==> config.mk <==
export PLATFORM = sky130hd
export DESIGN_NAME = sar_two_speed_ctrl
export DESIGN_NICKNAME = d
export VERILOG_FILES = /design/src/rtl/sar_pkg.sv /design/src/rtl/sar_step_timer.sv /design/src/rtl/sar_approx_reg.sv /design/src/rtl/sar_seq_fsm.sv /design/src/rtl/sar_two_speed_ctrl.sv
export SDC_FILE = /design/constraint.sdc
export NUM_CORES = 1
export LEC_CHECK = 0
export BUFFER_PORTS_ARGS = -buffer_cell sky130_fd_sc_hd__buf_2
export CAP_MARGIN = 20
export CORE_MARGIN = 5
export CORE_UTILIZATION = 48
export CTS_CLUSTER_DIAMETER = 30
export DETAILED_ROUTE_END_ITERATION = 6
export PLACE_DENSITY = 0.8
export SLEW_MARGIN = 20
export SYNTH_ARGS = -nofsm -noshare
export SYNTH_HDL_FRONTEND = slang
export SYNTH_SLANG_ARGS = --single-unit
export TNS_END_PERCENT = 20
==> constraint.sdc <==
create_clock -name clk -period 4.6 [get_ports clk]
set_input_delay 0.69 -clock clk [delete_from_list [all_inputs] [get_ports clk]]
set_output_delay 0.69 -clock clk [all_outputs]
set_load 0.01 [all_outputs]
==> src/rtl/sar_pkg.sv <==
package sar_pkg;

  // Sequencer states: stopped, converting, one-cycle completion.
  typedef enum logic [1:0] {
    ST_IDLE = 2'd0,
    ST_CONV = 2'd1,
    ST_DONE = 2'd2
  } sar_state_e;

endpackage

==> src/rtl/sar_step_timer.sv <==
// Settling-interval down-counter; reloads with the slow or fast period.
module sar_step_timer #(
  parameter int SLOW_CYC = 6,
  parameter int FAST_CYC = 2
) (
  input  logic clk,
  input  logic rst_n,
  input  logic load_i,
  input  logic slow_i,
  output logic expire_o
);

  localparam int MAX_CYC = (SLOW_CYC > FAST_CYC) ? SLOW_CYC : FAST_CYC;
  localparam int CW      = $clog2(MAX_CYC + 1);
  localparam logic [CW-1:0] SLOW_LD = CW'(SLOW_CYC - 1);
  localparam logic [CW-1:0] FAST_LD = CW'(FAST_CYC - 1);
  localparam logic [CW-1:0] MAX_LD  = CW'(MAX_CYC - 1);

  logic [CW-1:0] cnt_q;
  logic [CW-1:0] cnt_d;
  logic          cnt_en;

  always_comb begin
    cnt_en = load_i || (cnt_q != '0);
    cnt_d  = cnt_q;
    if (load_i) begin
      cnt_d = slow_i ? SLOW_LD : FAST_LD;
    end else if (cnt_q != '0) begin
      cnt_d = cnt_q - CW'(1);
    end
  end

  always_ff @(posedge clk or negedge rst_n) begin
    if (!rst_n) begin
      cnt_q <= '0;
    end else if (cnt_en) begin
      cnt_q <= cnt_d;
    end
  end

  assign expire_o = (cnt_q == '0);

  // the counter never exceeds the longest settling period.
  assert_count_bound_R2: assert property (@(posedge clk) disable iff (!rst_n)
    cnt_q <= MAX_LD);

  // after a reload the interval runs at least one full count before expiring,
  // unless the reload value is zero.
  assert_no_early_expire_R2: assert property (@(posedge clk) disable iff (!rst_n)
    (load_i && slow_i && (SLOW_CYC > 1)) |=> !expire_o);

endmodule

==> src/rtl/sar_approx_reg.sv <==
// Approximation register: cleared at start, one bit written per decision.
module sar_approx_reg #(
  parameter int WIDTH = 14,
  parameter int IW    = 4
) (
  input  logic             clk,
  input  logic             rst_n,
  input  logic             start_i,
  input  logic             decide_i,
  input  logic             conv_i,
  input  logic [IW-1:0]    idx_i,
  input  logic             keep_i,
  output logic [WIDTH-1:0] acc_o,
  output logic [WIDTH-1:0] acc_next_o
);

  logic [WIDTH-1:0] acc_q;
  logic [WIDTH-1:0] acc_d;
  logic             acc_en;

  for (genvar b = 0; b < WIDTH; b++) begin : g_bit
    logic hit;
    assign hit      = decide_i && (idx_i == IW'(b));
    assign acc_d[b] = start_i ? 1'b0 : (hit ? keep_i : acc_q[b]);
  end

  assign acc_en = start_i || decide_i;

  always_ff @(posedge clk or negedge rst_n) begin
    if (!rst_n) begin
      acc_q <= '0;
    end else if (acc_en) begin
      acc_q <= acc_d;
    end
  end

  assign acc_o      = acc_q;
  assign acc_next_o = acc_d;

  // while converting, no bit below the current trial position is ever set.
  logic [WIDTH-1:0] below_mask;
  assign below_mask = (WIDTH'(1) << idx_i) - WIDTH'(1);

  assert_low_bits_clear_R3: assert property (@(posedge clk) disable iff (!rst_n)
    conv_i |-> ((acc_q & below_mask) == '0));

endmodule

==> src/rtl/sar_seq_fsm.sv <==
// Conversion sequencer: run/hold handling, step count, mode and length capture.
module sar_seq_fsm
  import sar_pkg::*;
#(
  parameter int WIDTH     = 14,
  parameter int SLOW_BITS = 8,
  parameter int LW        = 4
) (
  input  logic          clk,
  input  logic          rst_n,
  input  logic          hold_i,
  input  logic          bipolar_i,
  input  logic [LW-1:0] len_i,
  input  logic          expire_i,
  output logic          busy_o,
  output logic          start_o,
  output logic          decide_o,
  output logic          last_o,
  output logic [LW-1:0] step_o,
  output logic          bip_o,
  output logic          load_slow_o
);

  sar_state_e    state_q, state_d;
  logic [LW-1:0] step_q, step_d;
  logic [LW-1:0] len_q, len_d;
  logic          bip_q, bip_d;
  logic          hold_q;
  logic [LW-1:0] len_eff;
  logic          hold_fall;

  assign len_eff   = ((len_i == '0) || (int'(len_i) > WIDTH)) ? LW'(WIDTH) : len_i;
  assign hold_fall = hold_q && !hold_i;

  assign busy_o   = (state_q == ST_CONV);
  assign decide_o = busy_o && expire_i;
  assign last_o   = (step_q == (len_q - LW'(1)));

  always_comb begin
    state_d = state_q;
    start_o = 1'b0;
    case (state_q)
      ST_IDLE: begin
        if (hold_fall) begin
          state_d = ST_CONV;
          start_o = 1'b1;
        end
      end
      ST_CONV: begin
        if (expire_i && last_o) begin
          state_d = ST_DONE;
        end
      end
      ST_DONE: begin
        if (!hold_i) begin
          state_d = ST_CONV;
          start_o = 1'b1;
        end else begin
          state_d = ST_IDLE;
        end
      end
      default: state_d = ST_IDLE;
    endcase
  end

  always_comb begin
    step_d = step_q;
    len_d  = len_q;
    bip_d  = bip_q;
    if (start_o) begin
      step_d = '0;
      len_d  = len_eff;
      bip_d  = bipolar_i;
    end else if (decide_o && !last_o) begin
      step_d = step_q + LW'(1);
    end
  end

  assign load_slow_o = start_o ? (SLOW_BITS > 0) : ((int'(step_q) + 1) < SLOW_BITS);

  always_ff @(posedge clk or negedge rst_n) begin
    if (!rst_n) begin
      state_q <= ST_IDLE;
      hold_q  <= 1'b1;
    end else begin
      state_q <= state_d;
      hold_q  <= hold_i;
    end
  end

  always_ff @(posedge clk or negedge rst_n) begin
    if (!rst_n) begin
      step_q <= '0;
      len_q  <= LW'(WIDTH);
      bip_q  <= 1'b0;
    end else if (start_o || decide_o) begin
      step_q <= step_d;
      len_q  <= len_d;
      bip_q  <= bip_d;
    end
  end

  assign step_o = step_q;
  assign bip_o  = bip_q;

  // a conversion is never launched while the run/hold input is high.
  assert_start_needs_low_R7: assert property (@(posedge clk) disable iff (!rst_n)
    start_o |-> !hold_i);

  // each non-final decision advances exactly one bit position.
  assert_step_advance_R1: assert property (@(posedge clk) disable iff (!rst_n)
    (decide_o && !last_o) |=> (step_q == $past(step_q) + LW'(1)));

  // the completion state lasts a single cycle.
  assert_done_one_cycle_R5: assert property (@(posedge clk) disable iff (!rst_n)
    (state_q == ST_DONE) |=> (state_q != ST_DONE));

  // the captured length stays fixed throughout a conversion.
  assert_len_captured_R9: assert property (@(posedge clk) disable iff (!rst_n)
    (busy_o && !$past(start_o)) |-> $stable(len_q));

endmodule

==> src/rtl/sar_two_speed_ctrl.sv <==
// Top: two-speed successive-approximation conversion controller.
module sar_two_speed_ctrl #(
  parameter int WIDTH     = 14,
  parameter int SLOW_BITS = 8,
  parameter int SLOW_CYC  = 6,
  parameter int FAST_CYC  = 2,
  parameter int LW        = $clog2(WIDTH + 1)
) (
  input  logic             clk,
  input  logic             rst_n,
  input  logic             hold_run_i,
  input  logic             bipolar_i,
  input  logic [LW-1:0]    len_i,
  input  logic             cmp_i,
  output logic [WIDTH-1:0] dac_code_o,
  output logic [WIDTH-1:0] result_o,
  output logic             busy_o
);

  localparam logic [LW-1:0] MSB_IDX = LW'(WIDTH - 1);

  // Reset: asserted asynchronously, released on a clock edge.
  logic [1:0] rst_sync_q;
  logic       rst_core_n;

  always_ff @(posedge clk or negedge rst_n) begin
    if (!rst_n) begin
      rst_sync_q <= 2'b00;
    end else begin
      rst_sync_q <= {rst_sync_q[0], 1'b1};
    end
  end
  assign rst_core_n = rst_sync_q[1];

  logic          busy, start, decide, last, bip, load_slow, expire;
  logic [LW-1:0] step, idx;
  logic          sign_step, keep;
  logic [WIDTH-1:0] acc, acc_next, trial;
  logic [WIDTH-1:0] result_q, result_d;
  logic             result_en;

  sar_seq_fsm #(
    .WIDTH     (WIDTH),
    .SLOW_BITS (SLOW_BITS),
    .LW        (LW)
  ) seq_i (
    .clk         (clk),
    .rst_n       (rst_core_n),
    .hold_i      (hold_run_i),
    .bipolar_i   (bipolar_i),
    .len_i       (len_i),
    .expire_i    (expire),
    .busy_o      (busy),
    .start_o     (start),
    .decide_o    (decide),
    .last_o      (last),
    .step_o      (step),
    .bip_o       (bip),
    .load_slow_o (load_slow)
  );

  sar_step_timer #(
    .SLOW_CYC (SLOW_CYC),
    .FAST_CYC (FAST_CYC)
  ) timer_i (
    .clk      (clk),
    .rst_n    (rst_core_n),
    .load_i   (start || (decide && !last)),
    .slow_i   (load_slow),
    .expire_o (expire)
  );

  assign idx       = MSB_IDX - step;
  assign sign_step = bip && (step == '0);
  // Bipolar sign bit: trial presents midscale (bit clear), decision inverted.
  assign keep      = sign_step ? !cmp_i : cmp_i;

  sar_approx_reg #(
    .WIDTH (WIDTH),
    .IW    (LW)
  ) approx_i (
    .clk        (clk),
    .rst_n      (rst_core_n),
    .start_i    (start),
    .decide_i   (decide),
    .conv_i     (busy),
    .idx_i      (idx),
    .keep_i     (keep),
    .acc_o      (acc),
    .acc_next_o (acc_next)
  );

  always_comb begin
    trial = '0;
    if (busy && !sign_step) begin
      trial = WIDTH'(1) << idx;
    end
  end

  assign dac_code_o = acc | trial;

  assign result_en = decide && last;
  assign result_d  = acc_next;

  always_ff @(posedge clk or negedge rst_core_n) begin
    if (!rst_core_n) begin
      result_q <= '0;
    end else if (result_en) begin
      result_q <= result_d;
    end
  end

  assign result_o = result_q;
  assign busy_o   = busy;

  // the published result moves only on the edge where busy falls.
  assert_result_at_fall_R8: assert property (@(posedge clk) disable iff (!rst_core_n)
    (result_q != $past(result_q)) |-> $fell(busy));

  // idle with hold high stays idle on the next cycle.
  assert_hold_keeps_stopped_R6: assert property (@(posedge clk) disable iff (!rst_core_n)
    (!busy && hold_run_i) |=> !busy);

  // in the bipolar sign step the DAC sees the midscale code.
  assert_sign_trial_mid_R4: assert property (@(posedge clk) disable iff (!rst_core_n)
    (busy && sign_step) |-> (dac_code_o == '0));

endmodule

==> metrics.md, run 1 <==
| Metric | Value |
|---|---|
| Post-synth net total | `244` |
| CTS Hold Bufs | `0` |
| Initial antenna violation count | `0` |
| Reg2Reg Setup Slack | `approximately 1700 ps` |
| Slew Limit Fails | `0` |
| Top post-synthesis cells by area | `dfrtp_1, mux2_2, mux2_4, ha_1, a21o_1` |
| Root Driver | `clkbuf_8` |
| Count leader, synth | `dfrtp_1` |
| Clk sinks | `45` |
| Initial Util | `0.490` |
| Grt total ovfl | `0` |
| Area grow syn2layout | `12.9%` |
| Area of the multi-input gates | `0.00125 mm2` |
| Chip Width | `81.8 um` |
| Post-synth top cells | `dfrtp_1, mux2_2, nand2_1, a21o_1, and2_1` |
| Max cap viols | `0` |
| Peak supply drop | `0.303 mV` |
| # port buffers | `37` |
| ANT cells | `0` |
| Layout Skew | `between 5 and 6 ps` |
| Part of the cycle the worst path needs | `0.680` |
| Placed Instances | `322` |
| Rel. slew slack | `0.377` |
| Fin cells | `330` |
| Largest net degree at the start of global routing | `44` |
| DP HPWL | `3780 um` |
| Synth Warn # | `0` |
| Critical Path RT | `3910 ps` |
| Nets | `~280` |
| Drt total wl | `5300 um` |
| Yosys reg bits | `45` |
| Starting DRC count in detailed routing | `between 100 and 150` |
| RSZ-0062 raised after global routing | `false` |
| Period minus WS final | `3130 ps` |
| CTS resizes | `0` |
| R2R cell count | `6` |
| Status | `finished, final reports clean` |
| Min-Delay Path Class | `input pin to asynchronous set/reset pin` |
| Layout cell share with drive strength beyond 1 | `0.323` |
| DRC | `0` |
| Power density cells | `649 mW/mm2` |
| Reg2reg start | `seq_i.len_q[1]` |
| Core area | `~0.005 mm2` |
| Synth top area share | `0.415` |
| Sequential area share after synthesis | `0.457` |
| Fmax | `0.320 GHz` |
| I/O pin count | `38` |
| # Post-CTS Setup Buffers | `0` |
| Clk Latency, worst-skew pair | `roughly 300 ps` |
| Post-route ant nets | `0` |
| Worst-path fanout max | `9` |
| Crit start category | `flip-flop` |
| DR pass1 iterations | `4` |
| Final Setup Violations | `0` |
| WP data arrival | `approximately 2400 ps` |
| Die Height | `81.8 um` |
| Setup ws final | `1470 ps` |
| DIE AREA | `0.00669 mm2` |
| Total track usage | `0.171` |
| DR WL/cell | `approximately 16 um` |
| FILL cells | `434` |
| Post-synth EDFFs | `0` |
| Site row count | `26` |
| Post-synth top flop | `dfrtp_1` |
| Vias in the first global route | `~1800` |
| Endpoints failing hold | `0` |
| Slowest CP cell | `dfrtp_1` |
| Crit-path cells | `inv_1 -> ha_1 -> nand4bb_1 -> nand2_1 -> nor3_1 -> a21o_1 -> buf_2` |
| Via count | `1783` |
| CTS H-tree lvls | `2` |
| Fin util | `0.554` |
| CP peak stage delay | `about 520 ps` |
| TritonCTS clock tree | `yes` |
| Synth Cell Area | `0.00247 mm2` |
| P_leak | `approximately 1.4 nW` |
| Worst r2r dst | `result_o[12]` |
| Post-synthesis cell count | `around 230` |
| Vias/cell | `5.40` |
| Worst-Margin Slew | `931 ps` |
| Worst hold slack | `151 ps` |
| Critical path capture point type | `output pin` |
| Dpl ws | `1710 ps` |
| Mapped Avg Cell Area | `roughly 11 um2` |
| Library cells used by synthesis | `38` |
| Async SR Flop Fraction | `1.00` |
| Largest area contributor in the netlist | `dfrtp_1` |
| CTS Buf Count | `5` |
| First-pass GRT wire length | `8670 um` |
| WS Path Type | `flip-flop to output pin` |
| CTS clk-pin slew, worst paths | `90 ps` |
| Setup TNS | `0 ps` |
| Final RePlAce weighted congestion | `approximately 0.77` |
| Register area | `0.00113 mm2` |
| CTS Buffer Depth | `2` |
[power breakdown]
| group | switching [mW] | internal [mW] |
|---|---|---|
| clock network | 0.142 | 0.108 |
| logic | 0.489 | 0.412 |
| registers | 0.113 | 0.547 |
[cell families (layout without fill, tap and decap cells)]
group,Yosys count,after routing,share of synthesized area
fa+ha+maj,9,9,0.0455
compound gates,39,39,0.103
flops,45,45,0.457
buf+inv,22,56,0.0420
mux,31,31,0.154
other cells,1,1,0.00152
simple gates,70,70,0.159
xor+xnor,9,9,0.0380
[final cells by class]
cell class	count	area share
inverter	10	0.0134
sequential	45	0.406
tap	70	0.0314
timing repair buffer	38	0.0690
clock buffer	5	0.0247
multi-input combinational	159	0.448
clock inverter	3	0.00762
[state kept, by name, indices dropped and copies added, names as in the netlist, 2 cells and up]
| register | cells |
|---|---|
| seq_i.step_o | 4 |
| result_o | 14 |
| rst_sync_q | 2 |
| seq_i.state_q | 2 |
| seq_i.len_q | 4 |
| approx_i.acc_o | 14 |
| timer_i.cnt_q | 3 |
[worst max path at each step]
stage / start / to / slack, ps / cells past startpoint
2_1_floorplan: seq_i.len_q[1] / result_o[1] / 2170 / 8
3_3_place_gp: seq_i.len_q[1] / result_o[11] / 1770 / 6
3_5_place_dp: seq_i.len_q[1] / result_o[12] / 1710 / 6
4_1_cts: seq_i.step_o[0] / dac_code_o[6] / 1540 / 7
5_1_grt: seq_i.step_o[0] / dac_code_o[6] / 1290 / 7
6_report: seq_i.step_o[0] / dac_code_o[6] / 1470 / 7
[per-stage QoR]
stage	instance area (um2)	total power [mW]
after global routing	2790	1.95
after global placement	2690	1.52
after detailed placement	2690	1.56
final	2790	1.81
after CTS	2780	1.81
after floorplan	2470	1.30
[placed cells by master (no fill, tap or decap), drive strengths merged]
cell type	synthesis	layout
nor2	7	7
buf	6	38
inv	10	11
a41o	1	1
xor2	2	2
a31oi	1	1
o221ai	2	2
or2	1	1
nor4bb	1	1
conb	1	1
dfstp	4	4
nand3	4	4
nand4b	6	6
o31ai	1	1
or3	1	1
clkinvlp	0	1
nor2b	2	2
o211ai	2	2
a21oi	9	9
nand4	6	6
mux2	29	29
dfrtp	41	41
o22ai	2	2
clkinv	0	1
mux2i	2	2
nand2	18	18
nor3	10	10
xor3	1	1
a21o	14	14
nand4bb	1	1
clkbuf	6	5
xnor2	6	6
and2	13	13
o21ai	7	7
ha	9	9
[routing by layer]
metal  GRT usage  vias to the layer above  part of all wire
met5           0                        -                 0
met4      0.0631                        0             0.021
met3      0.0384                       10             0.041
li1            -                      862                 -
met1       0.220                      865              0.44
met2       0.284                       46              0.49
[worst max-delay path: cells and delay by family, from the launching register on]
| family | cells | cell delay (ps) |
|---|---|---|
| compound gates | 1 | 210 |
| fa+ha+maj | 1 | 350 |
| buf+inv | 2 | 240 |
| flops | 1 | 520 |
| simple gates | 3 | 810 |
Note: power is estimated with default switching activity, not from simulation.
==> run 2: changes to the inputs <==
==> constraint.sdc (replaced) <==
create_clock -name clk -period 2.9 [get_ports clk]
set_input_delay 0.435 -clock clk [delete_from_list [all_inputs] [get_ports clk]]
set_output_delay 0.435 -clock clk [all_outputs]
set_load 0.01 [all_outputs]
==> metrics.md, run 2 (synthesis results as in run 1) <==
| Metric | Value |
|---|---|
| Peak supply drop | `between 0.4 and 0.5 mV` |
| DR WL/cell | `15.3 um` |
| Rel. slew slack | `0.386` |
| Status | `finished, final reports clean` |
| Power density cells | `1020 mW/mm2` |
| Initial Util | `0.490` |
| Max cap viols | `0` |
| Crit start category | `flip-flop` |
| Drt total wl | `~5100 um` |
| DR pass1 iterations | `4` |
| Largest net degree at the start of global routing | `44` |
| Clk Latency, worst-skew pair | `around 300 ps` |
| Area grow syn2layout | `14.4%` |
| Fmax | `~0.38 GHz` |
| Setup TNS | `0 ps` |
| Part of the cycle the worst path needs | `0.915` |
| WP data arrival | `approximately 2200 ps` |
| CTS Buffer Depth | `2` |
| Layout cell share with drive strength beyond 1 | `0.332` |
| Most frequent cells in the layout | `dfrtp_1, buf_2, mux2_2` |
| CTS H-tree lvls | `2` |
| # Post-CTS Setup Buffers | `0` |
| Final RePlAce weighted congestion | `~0.81` |
| Most common cell after layout, fill and taps aside | `dfrtp_1` |
| Min-Delay Path Class | `input pin to flip-flop` |
| Clk sinks | `45` |
| Fin util | `0.561` |
| DP Area | `0.00272 mm2` |
| TritonCTS clock tree | `yes` |
| Final std cell area, no fill | `0.00283 mm2` |
| First-pass GRT wire length | `approximately 8600 um` |
| Critical path capture point type | `output pin` |
| DRC | `0` |
| Site row count | `26` |
| Period minus WS final | `2650 ps` |
| Final Setup Violations | `0` |
| Nets | `282` |
| Dpl ws | `361 ps` |
| Root Driver | `clkbuf_8` |
| Crit-path cells | `ha_1 -> xnor2_1 -> nand2_1 -> nor2_1 -> a21o_1 -> buf_2` |
| ANT cells | `0` |
| CTS clk-pin slew, worst paths | `80 ps` |
| Layout Skew | `roughly 7.6 ps` |
| Post-route ant nets | `0` |
| Starting DRC count in detailed routing | `between 70 and 80` |
| Grt total ovfl | `0` |
| Chip Width | `81.8 um` |
| Slew Limit Fails | `0` |
| CP peak stage delay | `530 ps` |
| DIE AREA | `0.00669 mm2` |
| Vias/cell | `between 5 and 6` |
| Endpoints failing hold | `0` |
| CTS Buf Count | `5` |
| WS Path Type | `flip-flop to output pin` |
| RSZ-0062 raised after global routing | `false` |
| # port buffers | `37` |
| Die Height | `81.8 um` |
| Core area | `0.00504 mm2` |
| Total track usage | `0.170` |
| Worst-path fanout max | `8` |
| Vias in the first global route | `1803` |
| P_leak | `around 1.4 nW` |
| Initial antenna violation count | `0` |
| Worst-Margin Slew | `922 ps` |
| Setup ws final | `247 ps` |
| Worst hold slack | `between 200 and 300 ps` |
| Via count | `1817` |
| I/O pin count | `38` |
| Critical Path RT | `2470 ps` |
| DP HPWL | `3670 um` |
| Slowest CP cell | `xnor2_1` |
## run 2: cell count changes in the layout (fill, tap and decap cells not counted), sizes merged
cell         change
buf              +4
dlygate4sd3      +1
## run 2: per-stage QoR
stage	total power, mW	cells
6_report	2.87	335
5_1_grt	3.10	335
4_1_cts	2.89	335
3_5_place_dp	2.49	326
3_3_place_gp	2.44	326
2_1_floorplan	2.06	226
## run 2: layout make-up
class | count | area, um2
Multi-Input combinational cell | 159 | 1250
Clock buffer | 5 | 68.8
Timing Repair Buffer | 43 | 233
Fill cell | 440 | 2210
Sequential cell | 45 | 1130
Tap cell | 70 | 87.6
Clock inverter | 3 | 21.3
Inverter | 10 | 37.5
## run 2: worst max-delay path: cells and delay by family, from the launching register on
| kind | cells | cell delay (ps) |
|---|---|---|
| xor gates and xnor gates | 1 | 530 |
| and+or+nand+nor | 2 | 340 |
| adders and majority gates | 1 | 270 |
| DFF | 1 | 480 |
| AOI/OAI and AO/OA | 1 | 170 |
| buffers and inverters | 1 | 130 |
## run 2: what timing repair did
action                                  CTS  global route
gates resized for setup                   0             1
hold buffers                              1             0
endpoints found under the setup margin    0             4
endpoints found under the hold margin     2             0
## run 2: worst paths after layout
path / slack, ps / cells past startpoint / endpoint / start
min in group asynchronous: 420 / 0 / result_o[8] / rst_sync_q[1]
min reg2reg: 370 / 0 / rst_sync_q[1] / rst_sync_q[0]
max reg2reg: 360 / 7 / result_o[0] / seq_i.len_q[1]
max in group asynchronous: 1910 / 0 / seq_i.state_q[0] / rst_sync_q[1]
max: 250 / 6 / dac_code_o[11] / seq_i.step_o[2]
min: 250 / 1 / seq_i.hold_q / hold_run_i
## run 2: metal layers
metal	vias to the layer above	part of all wire	global-route usage	routed length, um
met5	-	0	0	0
met4	0	0.018	0.0581	93
met3	9	0.041	0.0351	210
met2	42	0.49	0.270	2500
met1	897	0.45	0.230	2330
li1	869	-	-	-
## run 2: report_power, final
group          switching (mW)  internal, mW
Combinational           0.780         0.671
Clock                   0.225         0.171
Sequential              0.160         0.868
